## src/rtl/rxf_pkg.sv

```systemverilog
package rxf_pkg;

  typedef enum logic [3:0] {
    ST_IDLE, ST_REQ, ST_BODY, ST_PAD, ST_CRC, ST_TAIL, ST_HEAD, ST_DONE, ST_DROP
  } rxf_state_e;

  localparam logic [31:0] CRC_POLY_REFL = 32'hEDB88320;

  function automatic logic [31:0] crc32_step(input logic [31:0] c, input logic [7:0] b);
    logic [31:0] r;
    r = c ^ {24'd0, b};
    for (int i = 0; i < 8; i++) begin
      r = r[0] ? ((r >> 1) ^ CRC_POLY_REFL) : (r >> 1);
    end
    return r;
  endfunction

endpackage

```

## src/rtl/rxf_crc32.sv

```systemverilog
module rxf_crc32 (
  input  logic        clk,
  input  logic        rst_n,
  input  logic        init,
  input  logic        en,
  input  logic [7:0]  data,
  output logic [31:0] crc_q
);
  import rxf_pkg::*;

  always_ff @(posedge clk) begin
    if (!rst_n || init) crc_q <= 32'hFFFF_FFFF;
    else if (en)        crc_q <= crc32_step(crc_q, data);
  end
endmodule

```

## src/rtl/rxf_tail_fmt.sv

```systemverilog
module rxf_tail_fmt (
  input  rxf_pkg::rxf_state_e st,
  input  logic [1:0]          k,
  input  logic [31:0]         crc_q,
  input  logic                odd,
  input  logic [7:0]          held,
  input  logic [15:0]         stored_cnt,
  output logic [7:0]          fmt_byte
);
  import rxf_pkg::*;

  logic [31:0] crc_fin;
  assign crc_fin = ~crc_q;

  always_comb begin
    fmt_byte = 8'h00;
    unique case (st)
      ST_CRC:  fmt_byte = crc_fin[8*k +: 8];
      ST_TAIL: fmt_byte = (k == 2'd0) ? (odd ? held : 8'h00) : (odd ? 8'h60 : 8'h40);
      ST_HEAD: begin
        case (k)
          2'd2:    fmt_byte = stored_cnt[7:0];
          2'd3:    fmt_byte = stored_cnt[15:8];
          default: fmt_byte = 8'h00;
        endcase
      end
      default: fmt_byte = 8'h00;
    endcase
  end
endmodule

```

## src/rtl/rxf_ctrl.sv

```systemverilog
module rxf_ctrl #(
  parameter int SLOT_W    = 2,
  parameter int BUF_BYTES = 2048,
  parameter int MIN_LEN   = 64,
  parameter logic [7:0] FAIL_CODE = 8'h80
) (
  input  logic                     clk,
  input  logic                     rst_n,
  input  logic                     in_valid,
  input  logic [7:0]               in_data,
  input  logic                     in_last,
  output logic                     in_ready,
  input  logic                     rx_en,
  input  logic                     soft_rst,
  output logic                     alloc_req,
  input  logic                     alloc_ack,
  input  logic [7:0]               alloc_code,
  input  logic [7:0]               fmt_byte,
  output logic                     crc_init,
  output logic                     crc_en,
  output logic [7:0]               crc_byte,
  output rxf_pkg::rxf_state_e      st_o,
  output logic [1:0]               k_o,
  output logic                     odd_o,
  output logic [7:0]               held_o,
  output logic [15:0]              stored_cnt_o,
  output logic                     wr_en_d,
  output logic [$clog2(BUF_BYTES)-1:0] wr_ofs_d,
  output logic [7:0]               wr_data_d,
  output logic                     evt_d,
  output logic                     rel_d,
  output logic [SLOT_W-1:0]        slot_o
);
  import rxf_pkg::*;

  localparam int OFS_W     = $clog2(BUF_BYTES);
  localparam int HDR_BYTES = 4;
  localparam int CRC_BYTES = 4;
  localparam int TRL_BYTES = 2;
  localparam int OVERHEAD  = HDR_BYTES + CRC_BYTES + TRL_BYTES;
  localparam int MAX_LEN   = BUF_BYTES - OVERHEAD + 1;

  rxf_state_e        st_q, st_n;
  logic [OFS_W-1:0]  cnt_q, cnt_n, even_len, cnt_inc;
  logic [1:0]        k_q, k_n;
  logic              odd_q, odd_n;
  logic [7:0]        held_q, held_n;
  logic [SLOT_W-1:0] slot_q, slot_n;
  logic              hold_last;

  assign even_len     = {cnt_q[OFS_W-1:1], 1'b0};
  assign cnt_inc      = cnt_q + 1'b1;
  assign hold_last    = in_last && !cnt_q[0] && (cnt_q >= OFS_W'(MIN_LEN));
  assign stored_cnt_o = 16'(even_len) + 16'(OVERHEAD);
  assign st_o   = st_q;
  assign k_o    = k_q;
  assign odd_o  = odd_q;
  assign held_o = held_q;
  assign slot_o = slot_q;

  always_comb begin
    st_n      = st_q;
    cnt_n     = cnt_q;
    k_n       = k_q;
    odd_n     = odd_q;
    held_n    = held_q;
    slot_n    = slot_q;
    in_ready  = 1'b0;
    alloc_req = 1'b0;
    crc_init  = 1'b0;
    crc_en    = 1'b0;
    crc_byte  = in_data;
    wr_en_d   = 1'b0;
    wr_ofs_d  = '0;
    wr_data_d = fmt_byte;
    evt_d     = 1'b0;
    rel_d     = 1'b0;
    unique case (st_q)
      ST_IDLE: begin
        crc_init = 1'b1;
        odd_n    = 1'b0;
        cnt_n    = '0;
        if (in_valid) st_n = (!rx_en || soft_rst) ? ST_DROP : ST_REQ;
      end
      ST_REQ: begin
        alloc_req = 1'b1;
        if (alloc_ack) begin
          if (alloc_code == FAIL_CODE) st_n = ST_DROP;
          else begin
            slot_n = alloc_code[SLOT_W-1:0];
            st_n   = ST_BODY;
          end
        end
      end
      ST_BODY: begin
        in_ready = 1'b1;
        if (in_valid) begin
          if (cnt_q == OFS_W'(MAX_LEN)) begin
            rel_d = 1'b1;
            st_n  = in_last ? ST_IDLE : ST_DROP;
          end else begin
            crc_en = 1'b1;
            cnt_n  = cnt_inc;
            if (hold_last) begin
              held_n = in_data;
              odd_n  = 1'b1;
            end else begin
              wr_en_d   = 1'b1;
              wr_ofs_d  = OFS_W'(HDR_BYTES) + cnt_q;
              wr_data_d = in_data;
            end
            if (in_last) begin
              k_n  = '0;
              st_n = (cnt_inc < OFS_W'(MIN_LEN)) ? ST_PAD : ST_CRC;
            end
          end
        end
      end
      ST_PAD: begin
        crc_en    = 1'b1;
        crc_byte  = 8'h00;
        wr_en_d   = 1'b1;
        wr_ofs_d  = OFS_W'(HDR_BYTES) + cnt_q;
        wr_data_d = 8'h00;
        cnt_n     = cnt_inc;
        if (cnt_inc == OFS_W'(MIN_LEN)) st_n = ST_CRC;
      end
      ST_CRC: begin
        wr_en_d  = 1'b1;
        wr_ofs_d = OFS_W'(HDR_BYTES) + even_len + OFS_W'(k_q);
        k_n      = k_q + 2'd1;
        if (k_q == 2'd3) st_n = ST_TAIL;
      end
      ST_TAIL: begin
        wr_en_d  = 1'b1;
        wr_ofs_d = OFS_W'(HDR_BYTES + CRC_BYTES) + even_len + OFS_W'(k_q);
        k_n      = (k_q == 2'd1) ? 2'd0 : k_q + 2'd1;
        if (k_q == 2'd1) st_n = ST_HEAD;
      end
      ST_HEAD: begin
        wr_en_d  = 1'b1;
        wr_ofs_d = OFS_W'(k_q);
        k_n      = k_q + 2'd1;
        if (k_q == 2'd3) st_n = ST_DONE;
      end
      ST_DONE: begin
        evt_d = 1'b1;
        st_n  = ST_IDLE;
      end
      ST_DROP: begin
        in_ready = 1'b1;
        if (in_valid && in_last) st_n = ST_IDLE;
      end
      default: st_n = ST_IDLE;
    endcase
  end

  always_ff @(posedge clk) begin
    if (!rst_n) begin
      st_q   <= ST_IDLE;
      cnt_q  <= '0;
      k_q    <= '0;
      odd_q  <= 1'b0;
      held_q <= '0;
      slot_q <= '0;
    end else begin
      st_q   <= st_n;
      cnt_q  <= cnt_n;
      k_q    <= k_n;
      odd_q  <= odd_n;
      held_q <= held_n;
      slot_q <= slot_n;
    end
  end
endmodule

```

## src/rtl/rxf_frame_writer.sv

```systemverilog
module rxf_frame_writer #(
  parameter int SLOT_W    = 2,
  parameter int BUF_BYTES = 2048,
  parameter int MIN_LEN   = 64,
  parameter logic [7:0] FAIL_CODE = 8'h80,
  localparam int OFS_W    = $clog2(BUF_BYTES),
  localparam int ADDR_W   = SLOT_W + OFS_W
) (
  input  logic              clk,
  input  logic              rst_n,
  input  logic              in_valid,
  input  logic [7:0]        in_data,
  input  logic              in_last,
  output logic              in_ready,
  input  logic              rx_en,
  input  logic              soft_rst,
  output logic              alloc_req,
  input  logic              alloc_ack,
  input  logic [7:0]        alloc_code,
  output logic              alloc_rel,
  output logic              buf_we,
  output logic [ADDR_W-1:0] buf_addr,
  output logic [7:0]        buf_wdata,
  output logic              rx_event,
  output logic [SLOT_W-1:0] slot_out
);
  import rxf_pkg::*;

  logic              crc_init, crc_en;
  logic [7:0]        crc_byte, fmt_byte, held, wr_data_d;
  logic [31:0]       crc_q;
  rxf_state_e        st;
  logic [1:0]        k;
  logic              odd, wr_en_d, evt_d, rel_d;
  logic [15:0]       stored_cnt;
  logic [OFS_W-1:0]  wr_ofs_d;
  logic [SLOT_W-1:0] slot;

  rxf_ctrl #(
    .SLOT_W(SLOT_W), .BUF_BYTES(BUF_BYTES), .MIN_LEN(MIN_LEN), .FAIL_CODE(FAIL_CODE)
  ) u_ctrl (
    .clk(clk), .rst_n(rst_n),
    .in_valid(in_valid), .in_data(in_data), .in_last(in_last), .in_ready(in_ready),
    .rx_en(rx_en), .soft_rst(soft_rst),
    .alloc_req(alloc_req), .alloc_ack(alloc_ack), .alloc_code(alloc_code),
    .fmt_byte(fmt_byte),
    .crc_init(crc_init), .crc_en(crc_en), .crc_byte(crc_byte),
    .st_o(st), .k_o(k), .odd_o(odd), .held_o(held), .stored_cnt_o(stored_cnt),
    .wr_en_d(wr_en_d), .wr_ofs_d(wr_ofs_d), .wr_data_d(wr_data_d),
    .evt_d(evt_d), .rel_d(rel_d), .slot_o(slot)
  );

  rxf_crc32 u_crc (
    .clk(clk), .rst_n(rst_n), .init(crc_init), .en(crc_en), .data(crc_byte), .crc_q(crc_q)
  );

  rxf_tail_fmt u_fmt (
    .st(st), .k(k), .crc_q(crc_q), .odd(odd), .held(held),
    .stored_cnt(stored_cnt), .fmt_byte(fmt_byte)
  );

  always_ff @(posedge clk) begin
    if (!rst_n) begin
      buf_we    <= 1'b0;
      buf_addr  <= '0;
      buf_wdata <= '0;
      rx_event  <= 1'b0;
      alloc_rel <= 1'b0;
      slot_out  <= '0;
    end else begin
      buf_we    <= wr_en_d;
      buf_addr  <= {slot, wr_ofs_d};
      buf_wdata <= wr_data_d;
      rx_event  <= evt_d;
      alloc_rel <= rel_d;
      if (evt_d || rel_d) slot_out <= slot;
    end
  end
endmodule

```

## config.mk

```make
export PLATFORM = sky130hd
export DESIGN_NAME = rxf_frame_writer
export DESIGN_NICKNAME = d
export VERILOG_FILES = /design/src/rtl/rxf_pkg.sv /design/src/rtl/rxf_crc32.sv /design/src/rtl/rxf_tail_fmt.sv /design/src/rtl/rxf_ctrl.sv /design/src/rtl/rxf_frame_writer.sv
export SDC_FILE = /design/constraint.sdc
export NUM_CORES = 1
export LEC_CHECK = 0
export ABC_AREA = 0
export BUFFER_PORTS_ARGS = -buffer_cell sky130_fd_sc_hd__buf_2
export CAP_MARGIN = 20
export CORE_UTILIZATION = 65
export DETAILED_ROUTE_END_ITERATION = 7
export HOLD_SLACK_MARGIN = 0.02
export PLACE_DENSITY = 0.86
export SLEW_MARGIN = 10
export SYNTH_ARGS = -nofsm -noshare
export SYNTH_HDL_FRONTEND = slang
export SYNTH_SLANG_ARGS = --single-unit
```

## constraint.sdc

```tcl
create_clock -name clk -period 5.1 [get_ports clk]
set_clock_uncertainty 0.2 [all_clocks]
set_input_delay 0.51 -clock clk [delete_from_list [all_inputs] [get_ports clk]]
set_output_delay 0.51 -clock clk [all_outputs]
set_load 0.1 [all_outputs]
```

== Yosys cells after proc, flatten, opt, wreduce, memory -nomap -nowiden ==
Index checks and enable logic that the tools add are counted.

* Register bits: 86
* Output and inout port bits: 28
* Logic and storage cells: 148

* Add/sub/neg operators: 8
* $lt $le $gt $ge: 2
* Eq/ne operators: 26
* Shift operators: 1
* Muxes and demuxes: 63
* Bitwise operators: 12
* Reduce and logical (&&, ||, !) cells: 23

{| class="wikitable"
|+ Operators with widths
! operator !! count
|-
| $mux 32 || 8
|-
| $not 13->14 || 8
|-
| $mux 11 || 5
|-
| $pmux 11 s5 || 1
|-
| $mux 4 || 13
|-
| $mux 8 || 6
|-
| $pmux 11 s3 || 1
|-
| $not 32->32 || 1
|-
| $pmux 4 s8 || 1
|-
| $pmux 8 s2 || 2
|-
| $shiftx 32x6->8 || 1
|-
| $xor 32x8->32 || 1
|-
| $pmux 8 s3 || 1
|-
| $add 11x2->11 || 2
|-
| $add 3x11->11 const A || 2
|-
| $eq 4x3->1 const B || 4
|-
| $mux 1 || 15
|-
| $add 11x4->12 const B || 1
|-
| $ne 2x1->1 const B || 6
|-
| $reduce_and 4->1 || 3
|-
| $add 11x1->11 const B || 1
|-
| $add 4x11->11 const A || 1
|-
| $eq 11x11->1 const B || 1
|-
| $eq 11x7->1 const B || 1
|-
| 28 further kinds || 49
|}

== Depth between registers and ports, before layout ==
Gate-level depths: netlist of run 1.

* Word-level depth: 19
* Mapped depth: 11
* Depth with buffers taken out: 8

== Hierarchy ==
Synthesis of run 1 repeated with hierarchy kept, for this count alone.

* Cell total of the unflattened synthesis: 659
* Area, all modules: 6027.0 sq um

{| class="wikitable"
|+ By module, submodules not included
! module !! times used !! cells an instance !! area each (sq um)
|-
| rxf_ctrl || 1 || 373 || 2642.5
|-
| rxf_crc32 || 1 || 181 || 2109.5
|-
| rxf_frame_writer || 1 || 59 || 747.0
|-
| rxf_tail_fmt || 1 || 46 || 528.0
|}

== Worst setup path after synthesis of run 1 ==
OpenSTA, ideal clock, no wires.

* Kind: flip-flop to output port
* From: register u_ctrl.st_q[1], in the netlist u_ctrl.st_o[1]
* To: output port in_ready
* Data arrival time: 2.879 ns
* Required time: 4.390 ns
* Setup slack: 1.511 ns
* Cell stages (with the launch flop): 5
* Buffers on the path: 2
* Path through: dfxtp_1 buf_2 clkbuf_1 xnor2_1 nor3_1

* Cells in the longest elaborated chain, start to end: 3
* Elaborated cells on any way between the ends: 4

{| class="wikitable"
|+ RTL lines
! what !! RTL line !! RTL
|-
| start, declared || rxf_ctrl.sv:43 || <nowiki>rxf_state_e st_q, st_n;</nowiki>
|-
| start signal, assigned || rxf_ctrl.sv:167 || <nowiki>st_q <= st_n;</nowiki>
|-
| $eq 4x2->1 / $eq 4x4->1 (equally long branches) || rxf_ctrl.sv:78 || <nowiki>unique case (st_q)</nowiki>
|-
| $reduce_or 2->1 (no source line) (*) || -- ||
|-
| $mux 1 (*) || rxf_ctrl.sv:78 ||
|-
| end, declared || rxf_frame_writer.sv:14 || <nowiki>output logic in_ready,</nowiki>
|}

Every way passes the cells marked *; elsewhere a longest branch is shown, timed or not.

== Worst setup path in the final report of run 1 ==
* From: register u_ctrl.cnt_q[5]
* To: register u_crc.crc_q[12]

* Cells in the longest elaborated chain, start to end: 4

{| class="wikitable"
|+ RTL lines
! what !! RTL line !! RTL
|-
| start, declared || rxf_ctrl.sv:44 || <nowiki>logic [OFS_W-1:0] cnt_q, cnt_n, even_len, cnt_inc;</nowiki>
|-
| start signal, assigned || rxf_ctrl.sv:168 || <nowiki>cnt_q <= cnt_n;</nowiki>
|-
| $eq 11x11->1 || rxf_ctrl.sv:98 || <nowiki>if (cnt_q == OFS_W'(MAX_LEN)) begin</nowiki>
|-
| $mux 1 || rxf_ctrl.sv:98 ||
|-
| $mux 1 || rxf_ctrl.sv:97 || <nowiki>if (in_valid) begin</nowiki>
|-
| $pmux 1 s2 || rxf_ctrl.sv:78 ||
|-
| end signal, assigned || rxf_crc32.sv:13 || <nowiki>else if (en) crc_q <= crc32_step(crc_q, data);</nowiki>
|-
| end, declared || rxf_crc32.sv:7 || <nowiki>output logic [31:0] crc_q</nowiki>
|}

No other way between the ends.
A chain may end at the register's enable or synchronous reset.

==> flow_metrics.tcl, run 1 <==
set metrics [dict create \
    outcome "completed" \
    synth-seq-cells 86 \
    gp_congestion 0.9072 \
    grt_pass1_wl_um 25270 \
    drt_iter0_drc 485 \
    initial_core_util_pct 68.46 \
    layout_commonest_cell "nor2_1" \
    cts_resized 0 \
    max_freq_mhz 308.4 \
    synth_xor_xnor_area_share_pct 18.49 \
    routed_wl_um 15880 \
    hold_viol 0 \
    vias 5320 \
    worst_hold_path.endpoint "u_ctrl.slot_o[1]$_SDFFE_PN0P_" \
    htreeDepth 3 \
    start_kind "flip-flop" \
    hold_path_depth 3 \
    synth_cell_type_count 66 \
    fp.dieW_um 95.96 \
    n_antenna_cell 0 \
    fillers 653 \
    synthSimpleGateAreaFrac_pct 20.26 \
    grt_usage_pct 36.80 \
    clk_pin_slew_ns 0.10 \
    fin_area_um2 6166 \
    synth_fa_ha_area_share_pct 3.271 \
    drt_first_pass_iters 6 \
    io_buffer_count 50 \
    io_pins 51 \
    drive_gt1_share_pct 14.29 \
    reg2reg_slack_ns 1.86 \
    synthMuxAreaShare_pct 5.430 \
    avgSynthCellArea_um2 8.463 \
    nNetsFinal 733 \
    clockRootBuffer "clkbuf_8" \
    max-slew-margin-rel_pct 40.20 \
    antenna_left 0 \
    holdCritPathClass "in2reg" \
    r2r-end "u_crc.crc_q[12]$_SDFFE_PP1P_" \
    syn_nets 716 \
    synth_edf_count 0 \
    wl_per_cell_um 19.72 \
    period_minus_slack_ns 3.243 \
    finalSetupViolCount 0 \
    row_count 33 \
    cp_data_arrival_time_ns 3.33 \
    ys_seq_area_share_pct 30.00 \
    power_leakage_nw 2.498 \
    rsz0062_at_grt "false" \
    cts_num_sinks 86 \
    clkLatencyLatePin_ns 0.37 \
    synthFlopType "dfxtp_1" \
    syn_inst 678 \
    clock_path_buffers 2 \
    cts_tree "done" \
    die_h_um 95.96 \
    async_flop_share_pct 0 \
    antenna_found_initial 0 \
    dp_hpwl_um 11400 \
    holdBufCountCts 0 \
    power_mw 3.054 \
    worst-path-max-fanout 31 \
    regArea_um2 1722 \
    worstReg2RegStart "u_ctrl.cnt_q[5]$_SDFFE_PN0P_" \
    die_area_um2 9207 \
    area_growth_pct 7.457 \
    hp-start "alloc_code[1]" \
    placed_area_um2 5959 \
    ys.warnings.count 0 \
    grt-ovfl-total 0 \
    tns_ns 0 \
    crit_type "reg2reg" \
    max_cap_violations 0 \
    grt_max_degree 35 \
    worst_pin_slew_ns 0.8916 \
    multiInputGateArea_um2 3766 \
    fin_crit_sh_pct 63.59 \
    final_cell_mix "nor2_1, dfxtp_1, nand2_1" \
    routed_via_density 6.609 \
    final_core_util_pct 73.56 \
    ir_worst_vdd_uv 263.7 \
    grt_pass1_vias 5128 \
    power.density_nw_per_um2 495.3 \
    r2r_cells 6 \
    synth_compound_area_share_pct 17.92 \
    cts_made_buffers 9 \
    maxSlewViolCount 0 \
    post-cts-setup-buffer-count 0 \
    synthesis.area_um2 5738 \
    drc 0 \
    cp-end-kind "flip-flop" \
    core-area_um2 8382 \
    critPathRequiredTime_ns 5.19 \
    synth_top_family_by_area "simple AND/OR/NAND/NOR gates" \
]
metal layers:
| layer | GRT usage, % | routed length, µm | vias to the layer above |
|---|---|---|---|
| met3 | 6.793 | 1291 | 97 |
| met4 | 25.87 | 972 | 0 |
| met5 | 0 | 0 | - |
| li1 | - | - | 2432 |
| met2 | 61.85 | 7675 | 307 |
| met1 | 42.20 | 5938 | 2484 |
how the worst max path moves through the flow:
stage                                 start                            to  slack, ns  cells past startpoint
6_report       u_ctrl.cnt_q[5]$_SDFFE_PN0P_  u_crc.crc_q[12]$_SDFFE_PP1P_       1.86                      6
5_1_grt        u_ctrl.cnt_q[4]$_SDFFE_PN0P_  u_crc.crc_q[12]$_SDFFE_PP1P_       1.65                      6
4_1_cts        u_ctrl.cnt_q[5]$_SDFFE_PN0P_  u_crc.crc_q[12]$_SDFFE_PP1P_       1.93                      6
3_5_place_dp   u_ctrl.cnt_q[5]$_SDFFE_PN0P_  u_crc.crc_q[12]$_SDFFE_PP1P_       1.94                      6
3_3_place_gp   u_ctrl.cnt_q[5]$_SDFFE_PN0P_   u_crc.crc_q[6]$_SDFFE_PP1P_       2.06                      6
2_1_floorplan   u_ctrl.st_o[1]$_SDFFE_PN0P_                      in_ready       1.51                      4
where the power goes:
group	leakage [nW]	switching, mW	internal [mW]
clock network	0.103	0.270	0.243
logic	1.70	1.00	0.636
registers	0.696	0.158	0.743
critical path, cell delays in order (launching register included):
cell and delay, ns:
dfxtp_1 0.74, nand4_2 0.28, or3_1 0.59, a21oi_4 0.77
buf_4 0.36, nor2_1 0.07, o21ai_0 0.16
sequential cells by signal (all words and copies together), names as in the netlist:
| signal | count |
|---|---|
| alloc_rel | 1 |
| buf_addr | 13 |
| buf_wdata | 8 |
| buf_we | 1 |
| rx_event | 1 |
| slot_out | 2 |
| u_crc.crc_q | 32 |
| u_ctrl.cnt_q | 11 |
| u_ctrl.held_o | 8 |
| u_ctrl.k_o | 2 |
| u_ctrl.odd_o | 1 |
| u_ctrl.slot_o | 2 |
| u_ctrl.st_o | 4 |
metrics by stage:
step                      instances  hold WS [ns]  worst slack, ns
after detailed placement        789        0.2739            1.943
after floorplan                 678        0.2511            1.511
final                           805        0.1888            1.857
after global routing            805        0.2253            1.653
after CTS                       805        0.1930            1.929
after global placement          789        0.2673            2.057
kinds of logic (layout without fill, tap and decap cells):
family | after synthesis | in the layout
and+or+nand+nor | 248 | 248
adders and majority gates | 15 | 15
muxes | 21 | 21
xor gates and xnor gates | 89 | 89
DFF | 86 | 86
buffers and inverters | 62 | 84
AOI/OAI and AO/OA | 157 | 157
cells in the mapped netlist, types with 8 or more instances:
library cell / n / area, µm²
buf_2: 14 / 70.07
or3_1: 8 / 50.05
nand3_1: 14 / 70.07
o211ai_1: 15 / 112.6
mux4_2: 8 / 180.2
xor3_1: 8 / 190.2
xnor2_1: 42 / 367.9
a221oi_1: 13 / 113.9
nand2_1: 63 / 236.5
xnor3_1: 9 / 202.7
ha_1: 15 / 187.7
a31oi_1: 8 / 50.05
mux2i_1: 12 / 120.1
o21ai_0: 39 / 195.2
a21oi_1: 30 / 150.1
xor2_1: 25 / 219.0
inv_1: 11 / 41.29
nor2_1: 95 / 356.6
o22ai_1: 9 / 56.30
clkbuf_1: 31 / 116.4
dfxtp_1: 86 / 1722
nor3_1: 19 / 95.09
layout make-up:
| class | count | area share [%] |
|---|---|---|
| multi-input combinational | 530 | 61.08 |
| clock inverter | 6 | 1.116 |
| sequential | 86 | 27.92 |
| tap | 105 | 2.131 |
| timing repair buffer | 56 | 4.789 |
| inverter | 12 | 0.7305 |
| clock buffer | 10 | 2.232 |
(Power assumes the default switching activity.)
==> inputs of run 2 (changes only) <==
- ABC_AREA: 0 -> 1
- CORE_UTILIZATION: 65 -> 55
- PLACE_DENSITY: 0.86 -> 0.77
- clock period: 5.1 -> 2.7 ns (I/O delays scaled with it)
==> run 2 against run 1 <==
  * Global-route usage decreased by 4.5 points
  * Worst setup slack got worse by 1.6 ns
  * Utilization decreased by 11 points
  * Worst hold slack got worse by 0.17 ns
  * Critical endpoint is now u_crc.crc_q[15]$_SDFFE_PP1P_
  * Largest power group is now registers
  * Highest routed layer unchanged
==> flow_metrics.tcl, run 2 <==
set metrics [dict create \
    r2r_cells 10 \
    routed_wl_um 18080 \
    grt_max_degree 35 \
    yosys.area.top_type "dfxtp_1" \
    vias 6560 \
    fin_area_um2 6885 \
    grt-ovfl-total 0 \
    cts_tree "done" \
    power_mw 3.904 \
    n_antenna_cell 0 \
    synthFlopType "dfxtp_1" \
    drt_iter0_drc 592 \
    comb_power_share_pct 30.8 \
    max_freq_mhz 403.3 \
    htreeDepth 3 \
    p_int_mw 2.336 \
    syn_inst 963 \
    switching_power_mw 1.568 \
    worst_pin_slew_ns 0.6179 \
    die_h_um 108.3 \
    gp_congestion 0.9695 \
    max-slew-margin-rel_pct 58.49 \
    core-area_um2 10940 \
    start_kind "flip-flop" \
    layout_commonest_cell "nand2_1" \
    syn_nets 1001 \
    fp.dieW_um 108.3 \
    synthesis.area_um2 6213 \
    antenna_left 0 \
    clk_pin_slew_ns 0.07 \
    ir_worst_vdd_uv 565.6 \
    async_flop_share_pct 0 \
    ys_seq_area_share_pct 27.71 \
    power.share.switching_pct 40.16 \
    fillers 1074 \
    dp_hpwl_um 13230 \
    row_count 38 \
    reg_top3 "u_crc.crc_q x32, buf_addr x13, u_ctrl.cnt_q x11" \
    yosys-top-cells-count "nand2_1, inv_1, dfxtp_1, nand3_1, o21ai_0" \
    drt_first_pass_iters 6 \
    yosysTopAreaCellShare_pct 27.71 \
    post-synth-top-count-cell "nand2_1" \
    clockRootBuffer "clkbuf_16" \
    fin_crit_sh_pct 91.84 \
    routed_via_density 5.670 \
    synth.area.top_cells "dfxtp_1, nand2_1, nand3_1" \
    outcome "completed" \
    hold_path_depth 3 \
    maxSlewViolCount 0 \
    period_minus_slack_ns 2.480 \
    avgSynthCellArea_um2 6.452 \
    crit_type "reg2reg" \
    synth_cell_type_count 49 \
    io_pins 51 \
    synth-seq-cells 86 \
    synth_edf_count 0 \
    critPathRequiredTime_ns 2.75 \
    finalSetupViolCount 0 \
    sequentialPowerShare_pct 36.6 \
    grt_pass1_vias 5861 \
    antenna_found_initial 0 \
    clkLatencyLatePin_ns 0.36 \
    area_growth_pct 10.81 \
    cp-end-kind "flip-flop" \
    io_buffer_count 50 \
    top_register "u_crc.crc_q" \
    ys.warnings.count 0 \
    grt_usage_pct 32.27 \
    rsz0062_at_grt "false" \
    clock_path_buffers 2 \
    holdCritPathClass "in2reg" \
    tns_ns 0 \
    cts_made_buffers 9 \
    power_frac_clock_pct 32.6 \
    drive_gt1_share_pct 16.22 \
    final_cell_mix "nand2_1, inv_1, dfxtp_1" \
    cp_data_arrival_time_ns 2.53 \
    wl_per_cell_um 15.62 \
    hold_viol 0 \
    max_cap_violations 0 \
    grt_pass1_wl_um 29030 \
    placed_area_um2 6581 \
    worst-path-max-fanout 28 \
    power_leakage_nw 3.452 \
    largest_reg_flops 32 \
    drc 0 \
    initial_core_util_pct 56.82 \
    cts_num_sinks 86 \
    power.density_nw_per_um2 567.0 \
    die_area_um2 11730 \
    nNetsFinal 1050 \
]
-- run 2: changes by cell type in the layout (fill, tap and decap cells not counted), moves of 18 or more --
| cell | change |
|---|---|
| nor2_1 | -28 |
| a21oi_1 | +45 |
| nand2_4 | +18 |
| nand3_1 | +71 |
| nand2_1 | +177 |
| o21ai_0 | +39 |
| xnor2_1 | -36 |
| inv_1 | +101 |
| nand2_2 | +41 |
-- run 2: worst max-delay path, stage by stage (launching register included) --
cell	delay, ns
dfxtp_1	0.51
inv_1	0.20
ha_1	0.27
nand4_2	0.14
nand2_2	0.08
inv_2	0.08
nand2_4	0.07
nand2_4	0.25
buf_4	0.28
o21ai_0	0.11
o21bai_1	0.18
-- run 2: path summary, 6_finish.rpt --
path                                               startpoint                       endpoint  slack [ns]
worst max-delay path             u_ctrl.cnt_q[3]$_SDFFE_PN0P_   u_crc.crc_q[15]$_SDFFE_PP1P_        0.22
worst min-delay path                            alloc_code[1]  u_ctrl.slot_o[1]$_SDFFE_PN0P_        0.02
worst max register to register   u_ctrl.cnt_q[3]$_SDFFE_PN0P_   u_crc.crc_q[15]$_SDFFE_PP1P_        0.22
worst min register to register  u_ctrl.slot_o[1]$_SDFFE_PN0P_        buf_addr[12]$_SDFF_PN0_        0.22
-- run 2: cells by family (layout without fill, tap and decap cells) --
kind of cell | Yosys count | after routing | synth area share [%]
xor gates and xnor gates | 23 | 23 | 3.363
AOI/OAI and AO/OA | 205 | 205 | 18.35
DFF | 86 | 86 | 27.71
and+or+nand+nor | 488 | 488 | 37.64
adders and majority gates | 15 | 15 | 3.021
buffers and inverters | 146 | 200 | 9.927
-- run 2: stage by stage --
stage                     util, %  instances  hold WS (ns)  setup WS, ns
after global placement      60.18       1140        0.2128        0.3342
after floorplan                 -        963        0.2071        0.4992
final                       62.96       1157       0.01751        0.2203
after detailed placement    60.18       1140        0.2188        0.2625
after global routing        62.96       1157       0.04589       0.05584
after CTS                   62.96       1157       0.02284        0.2434
-- run 2: area by class of cell --
cell class                      count  area, µm²  share of cell area, %
Tap cell                          140      175.2                  2.544
Timing Repair Buffer               65      365.4                  5.306
Clock inverter                      7      68.82                 0.9995
Clock buffer                        9      225.2                  3.271
Sequential cell                    86       1722                  25.00
Inverter                          119      451.7                  6.560
Multi-Input combinational cell    731       3877                  56.31
-- run 2: routing by layer --
| metal | routed length, µm | share of wire, % | vias up | track usage [%] |
|---|---|---|---|---|
| li1 | - | - | 3249 | - |
| met1 | 7595 | 42 | 2959 | 40.68 |
| met2 | 8302 | 46 | 306 | 53.09 |
| met3 | 1531 | 8.5 | 46 | 4.340 |
| met4 | 648 | 3.6 | 0 | 17.95 |
| met5 | 0 | 0 | - | 0 |
-- run 2: what timing repair did --
action	4_1_cts	5_1_grt
hold buffers	1	0
resized for setup	0	0
endpoints found under the hold margin	1	0
setup buffers	0	0
-- run 2: power by group through the flow --
stage,Combinational (mW),Sequential [mW],Clock [mW]
after floorplan,0.881,1.46,0
after global placement,1.17,1.45,0
after detailed placement,1.17,1.46,0
after CTS,1.18,1.43,1.29
after global routing,1.31,1.44,1.34
final,1.20,1.43,1.27
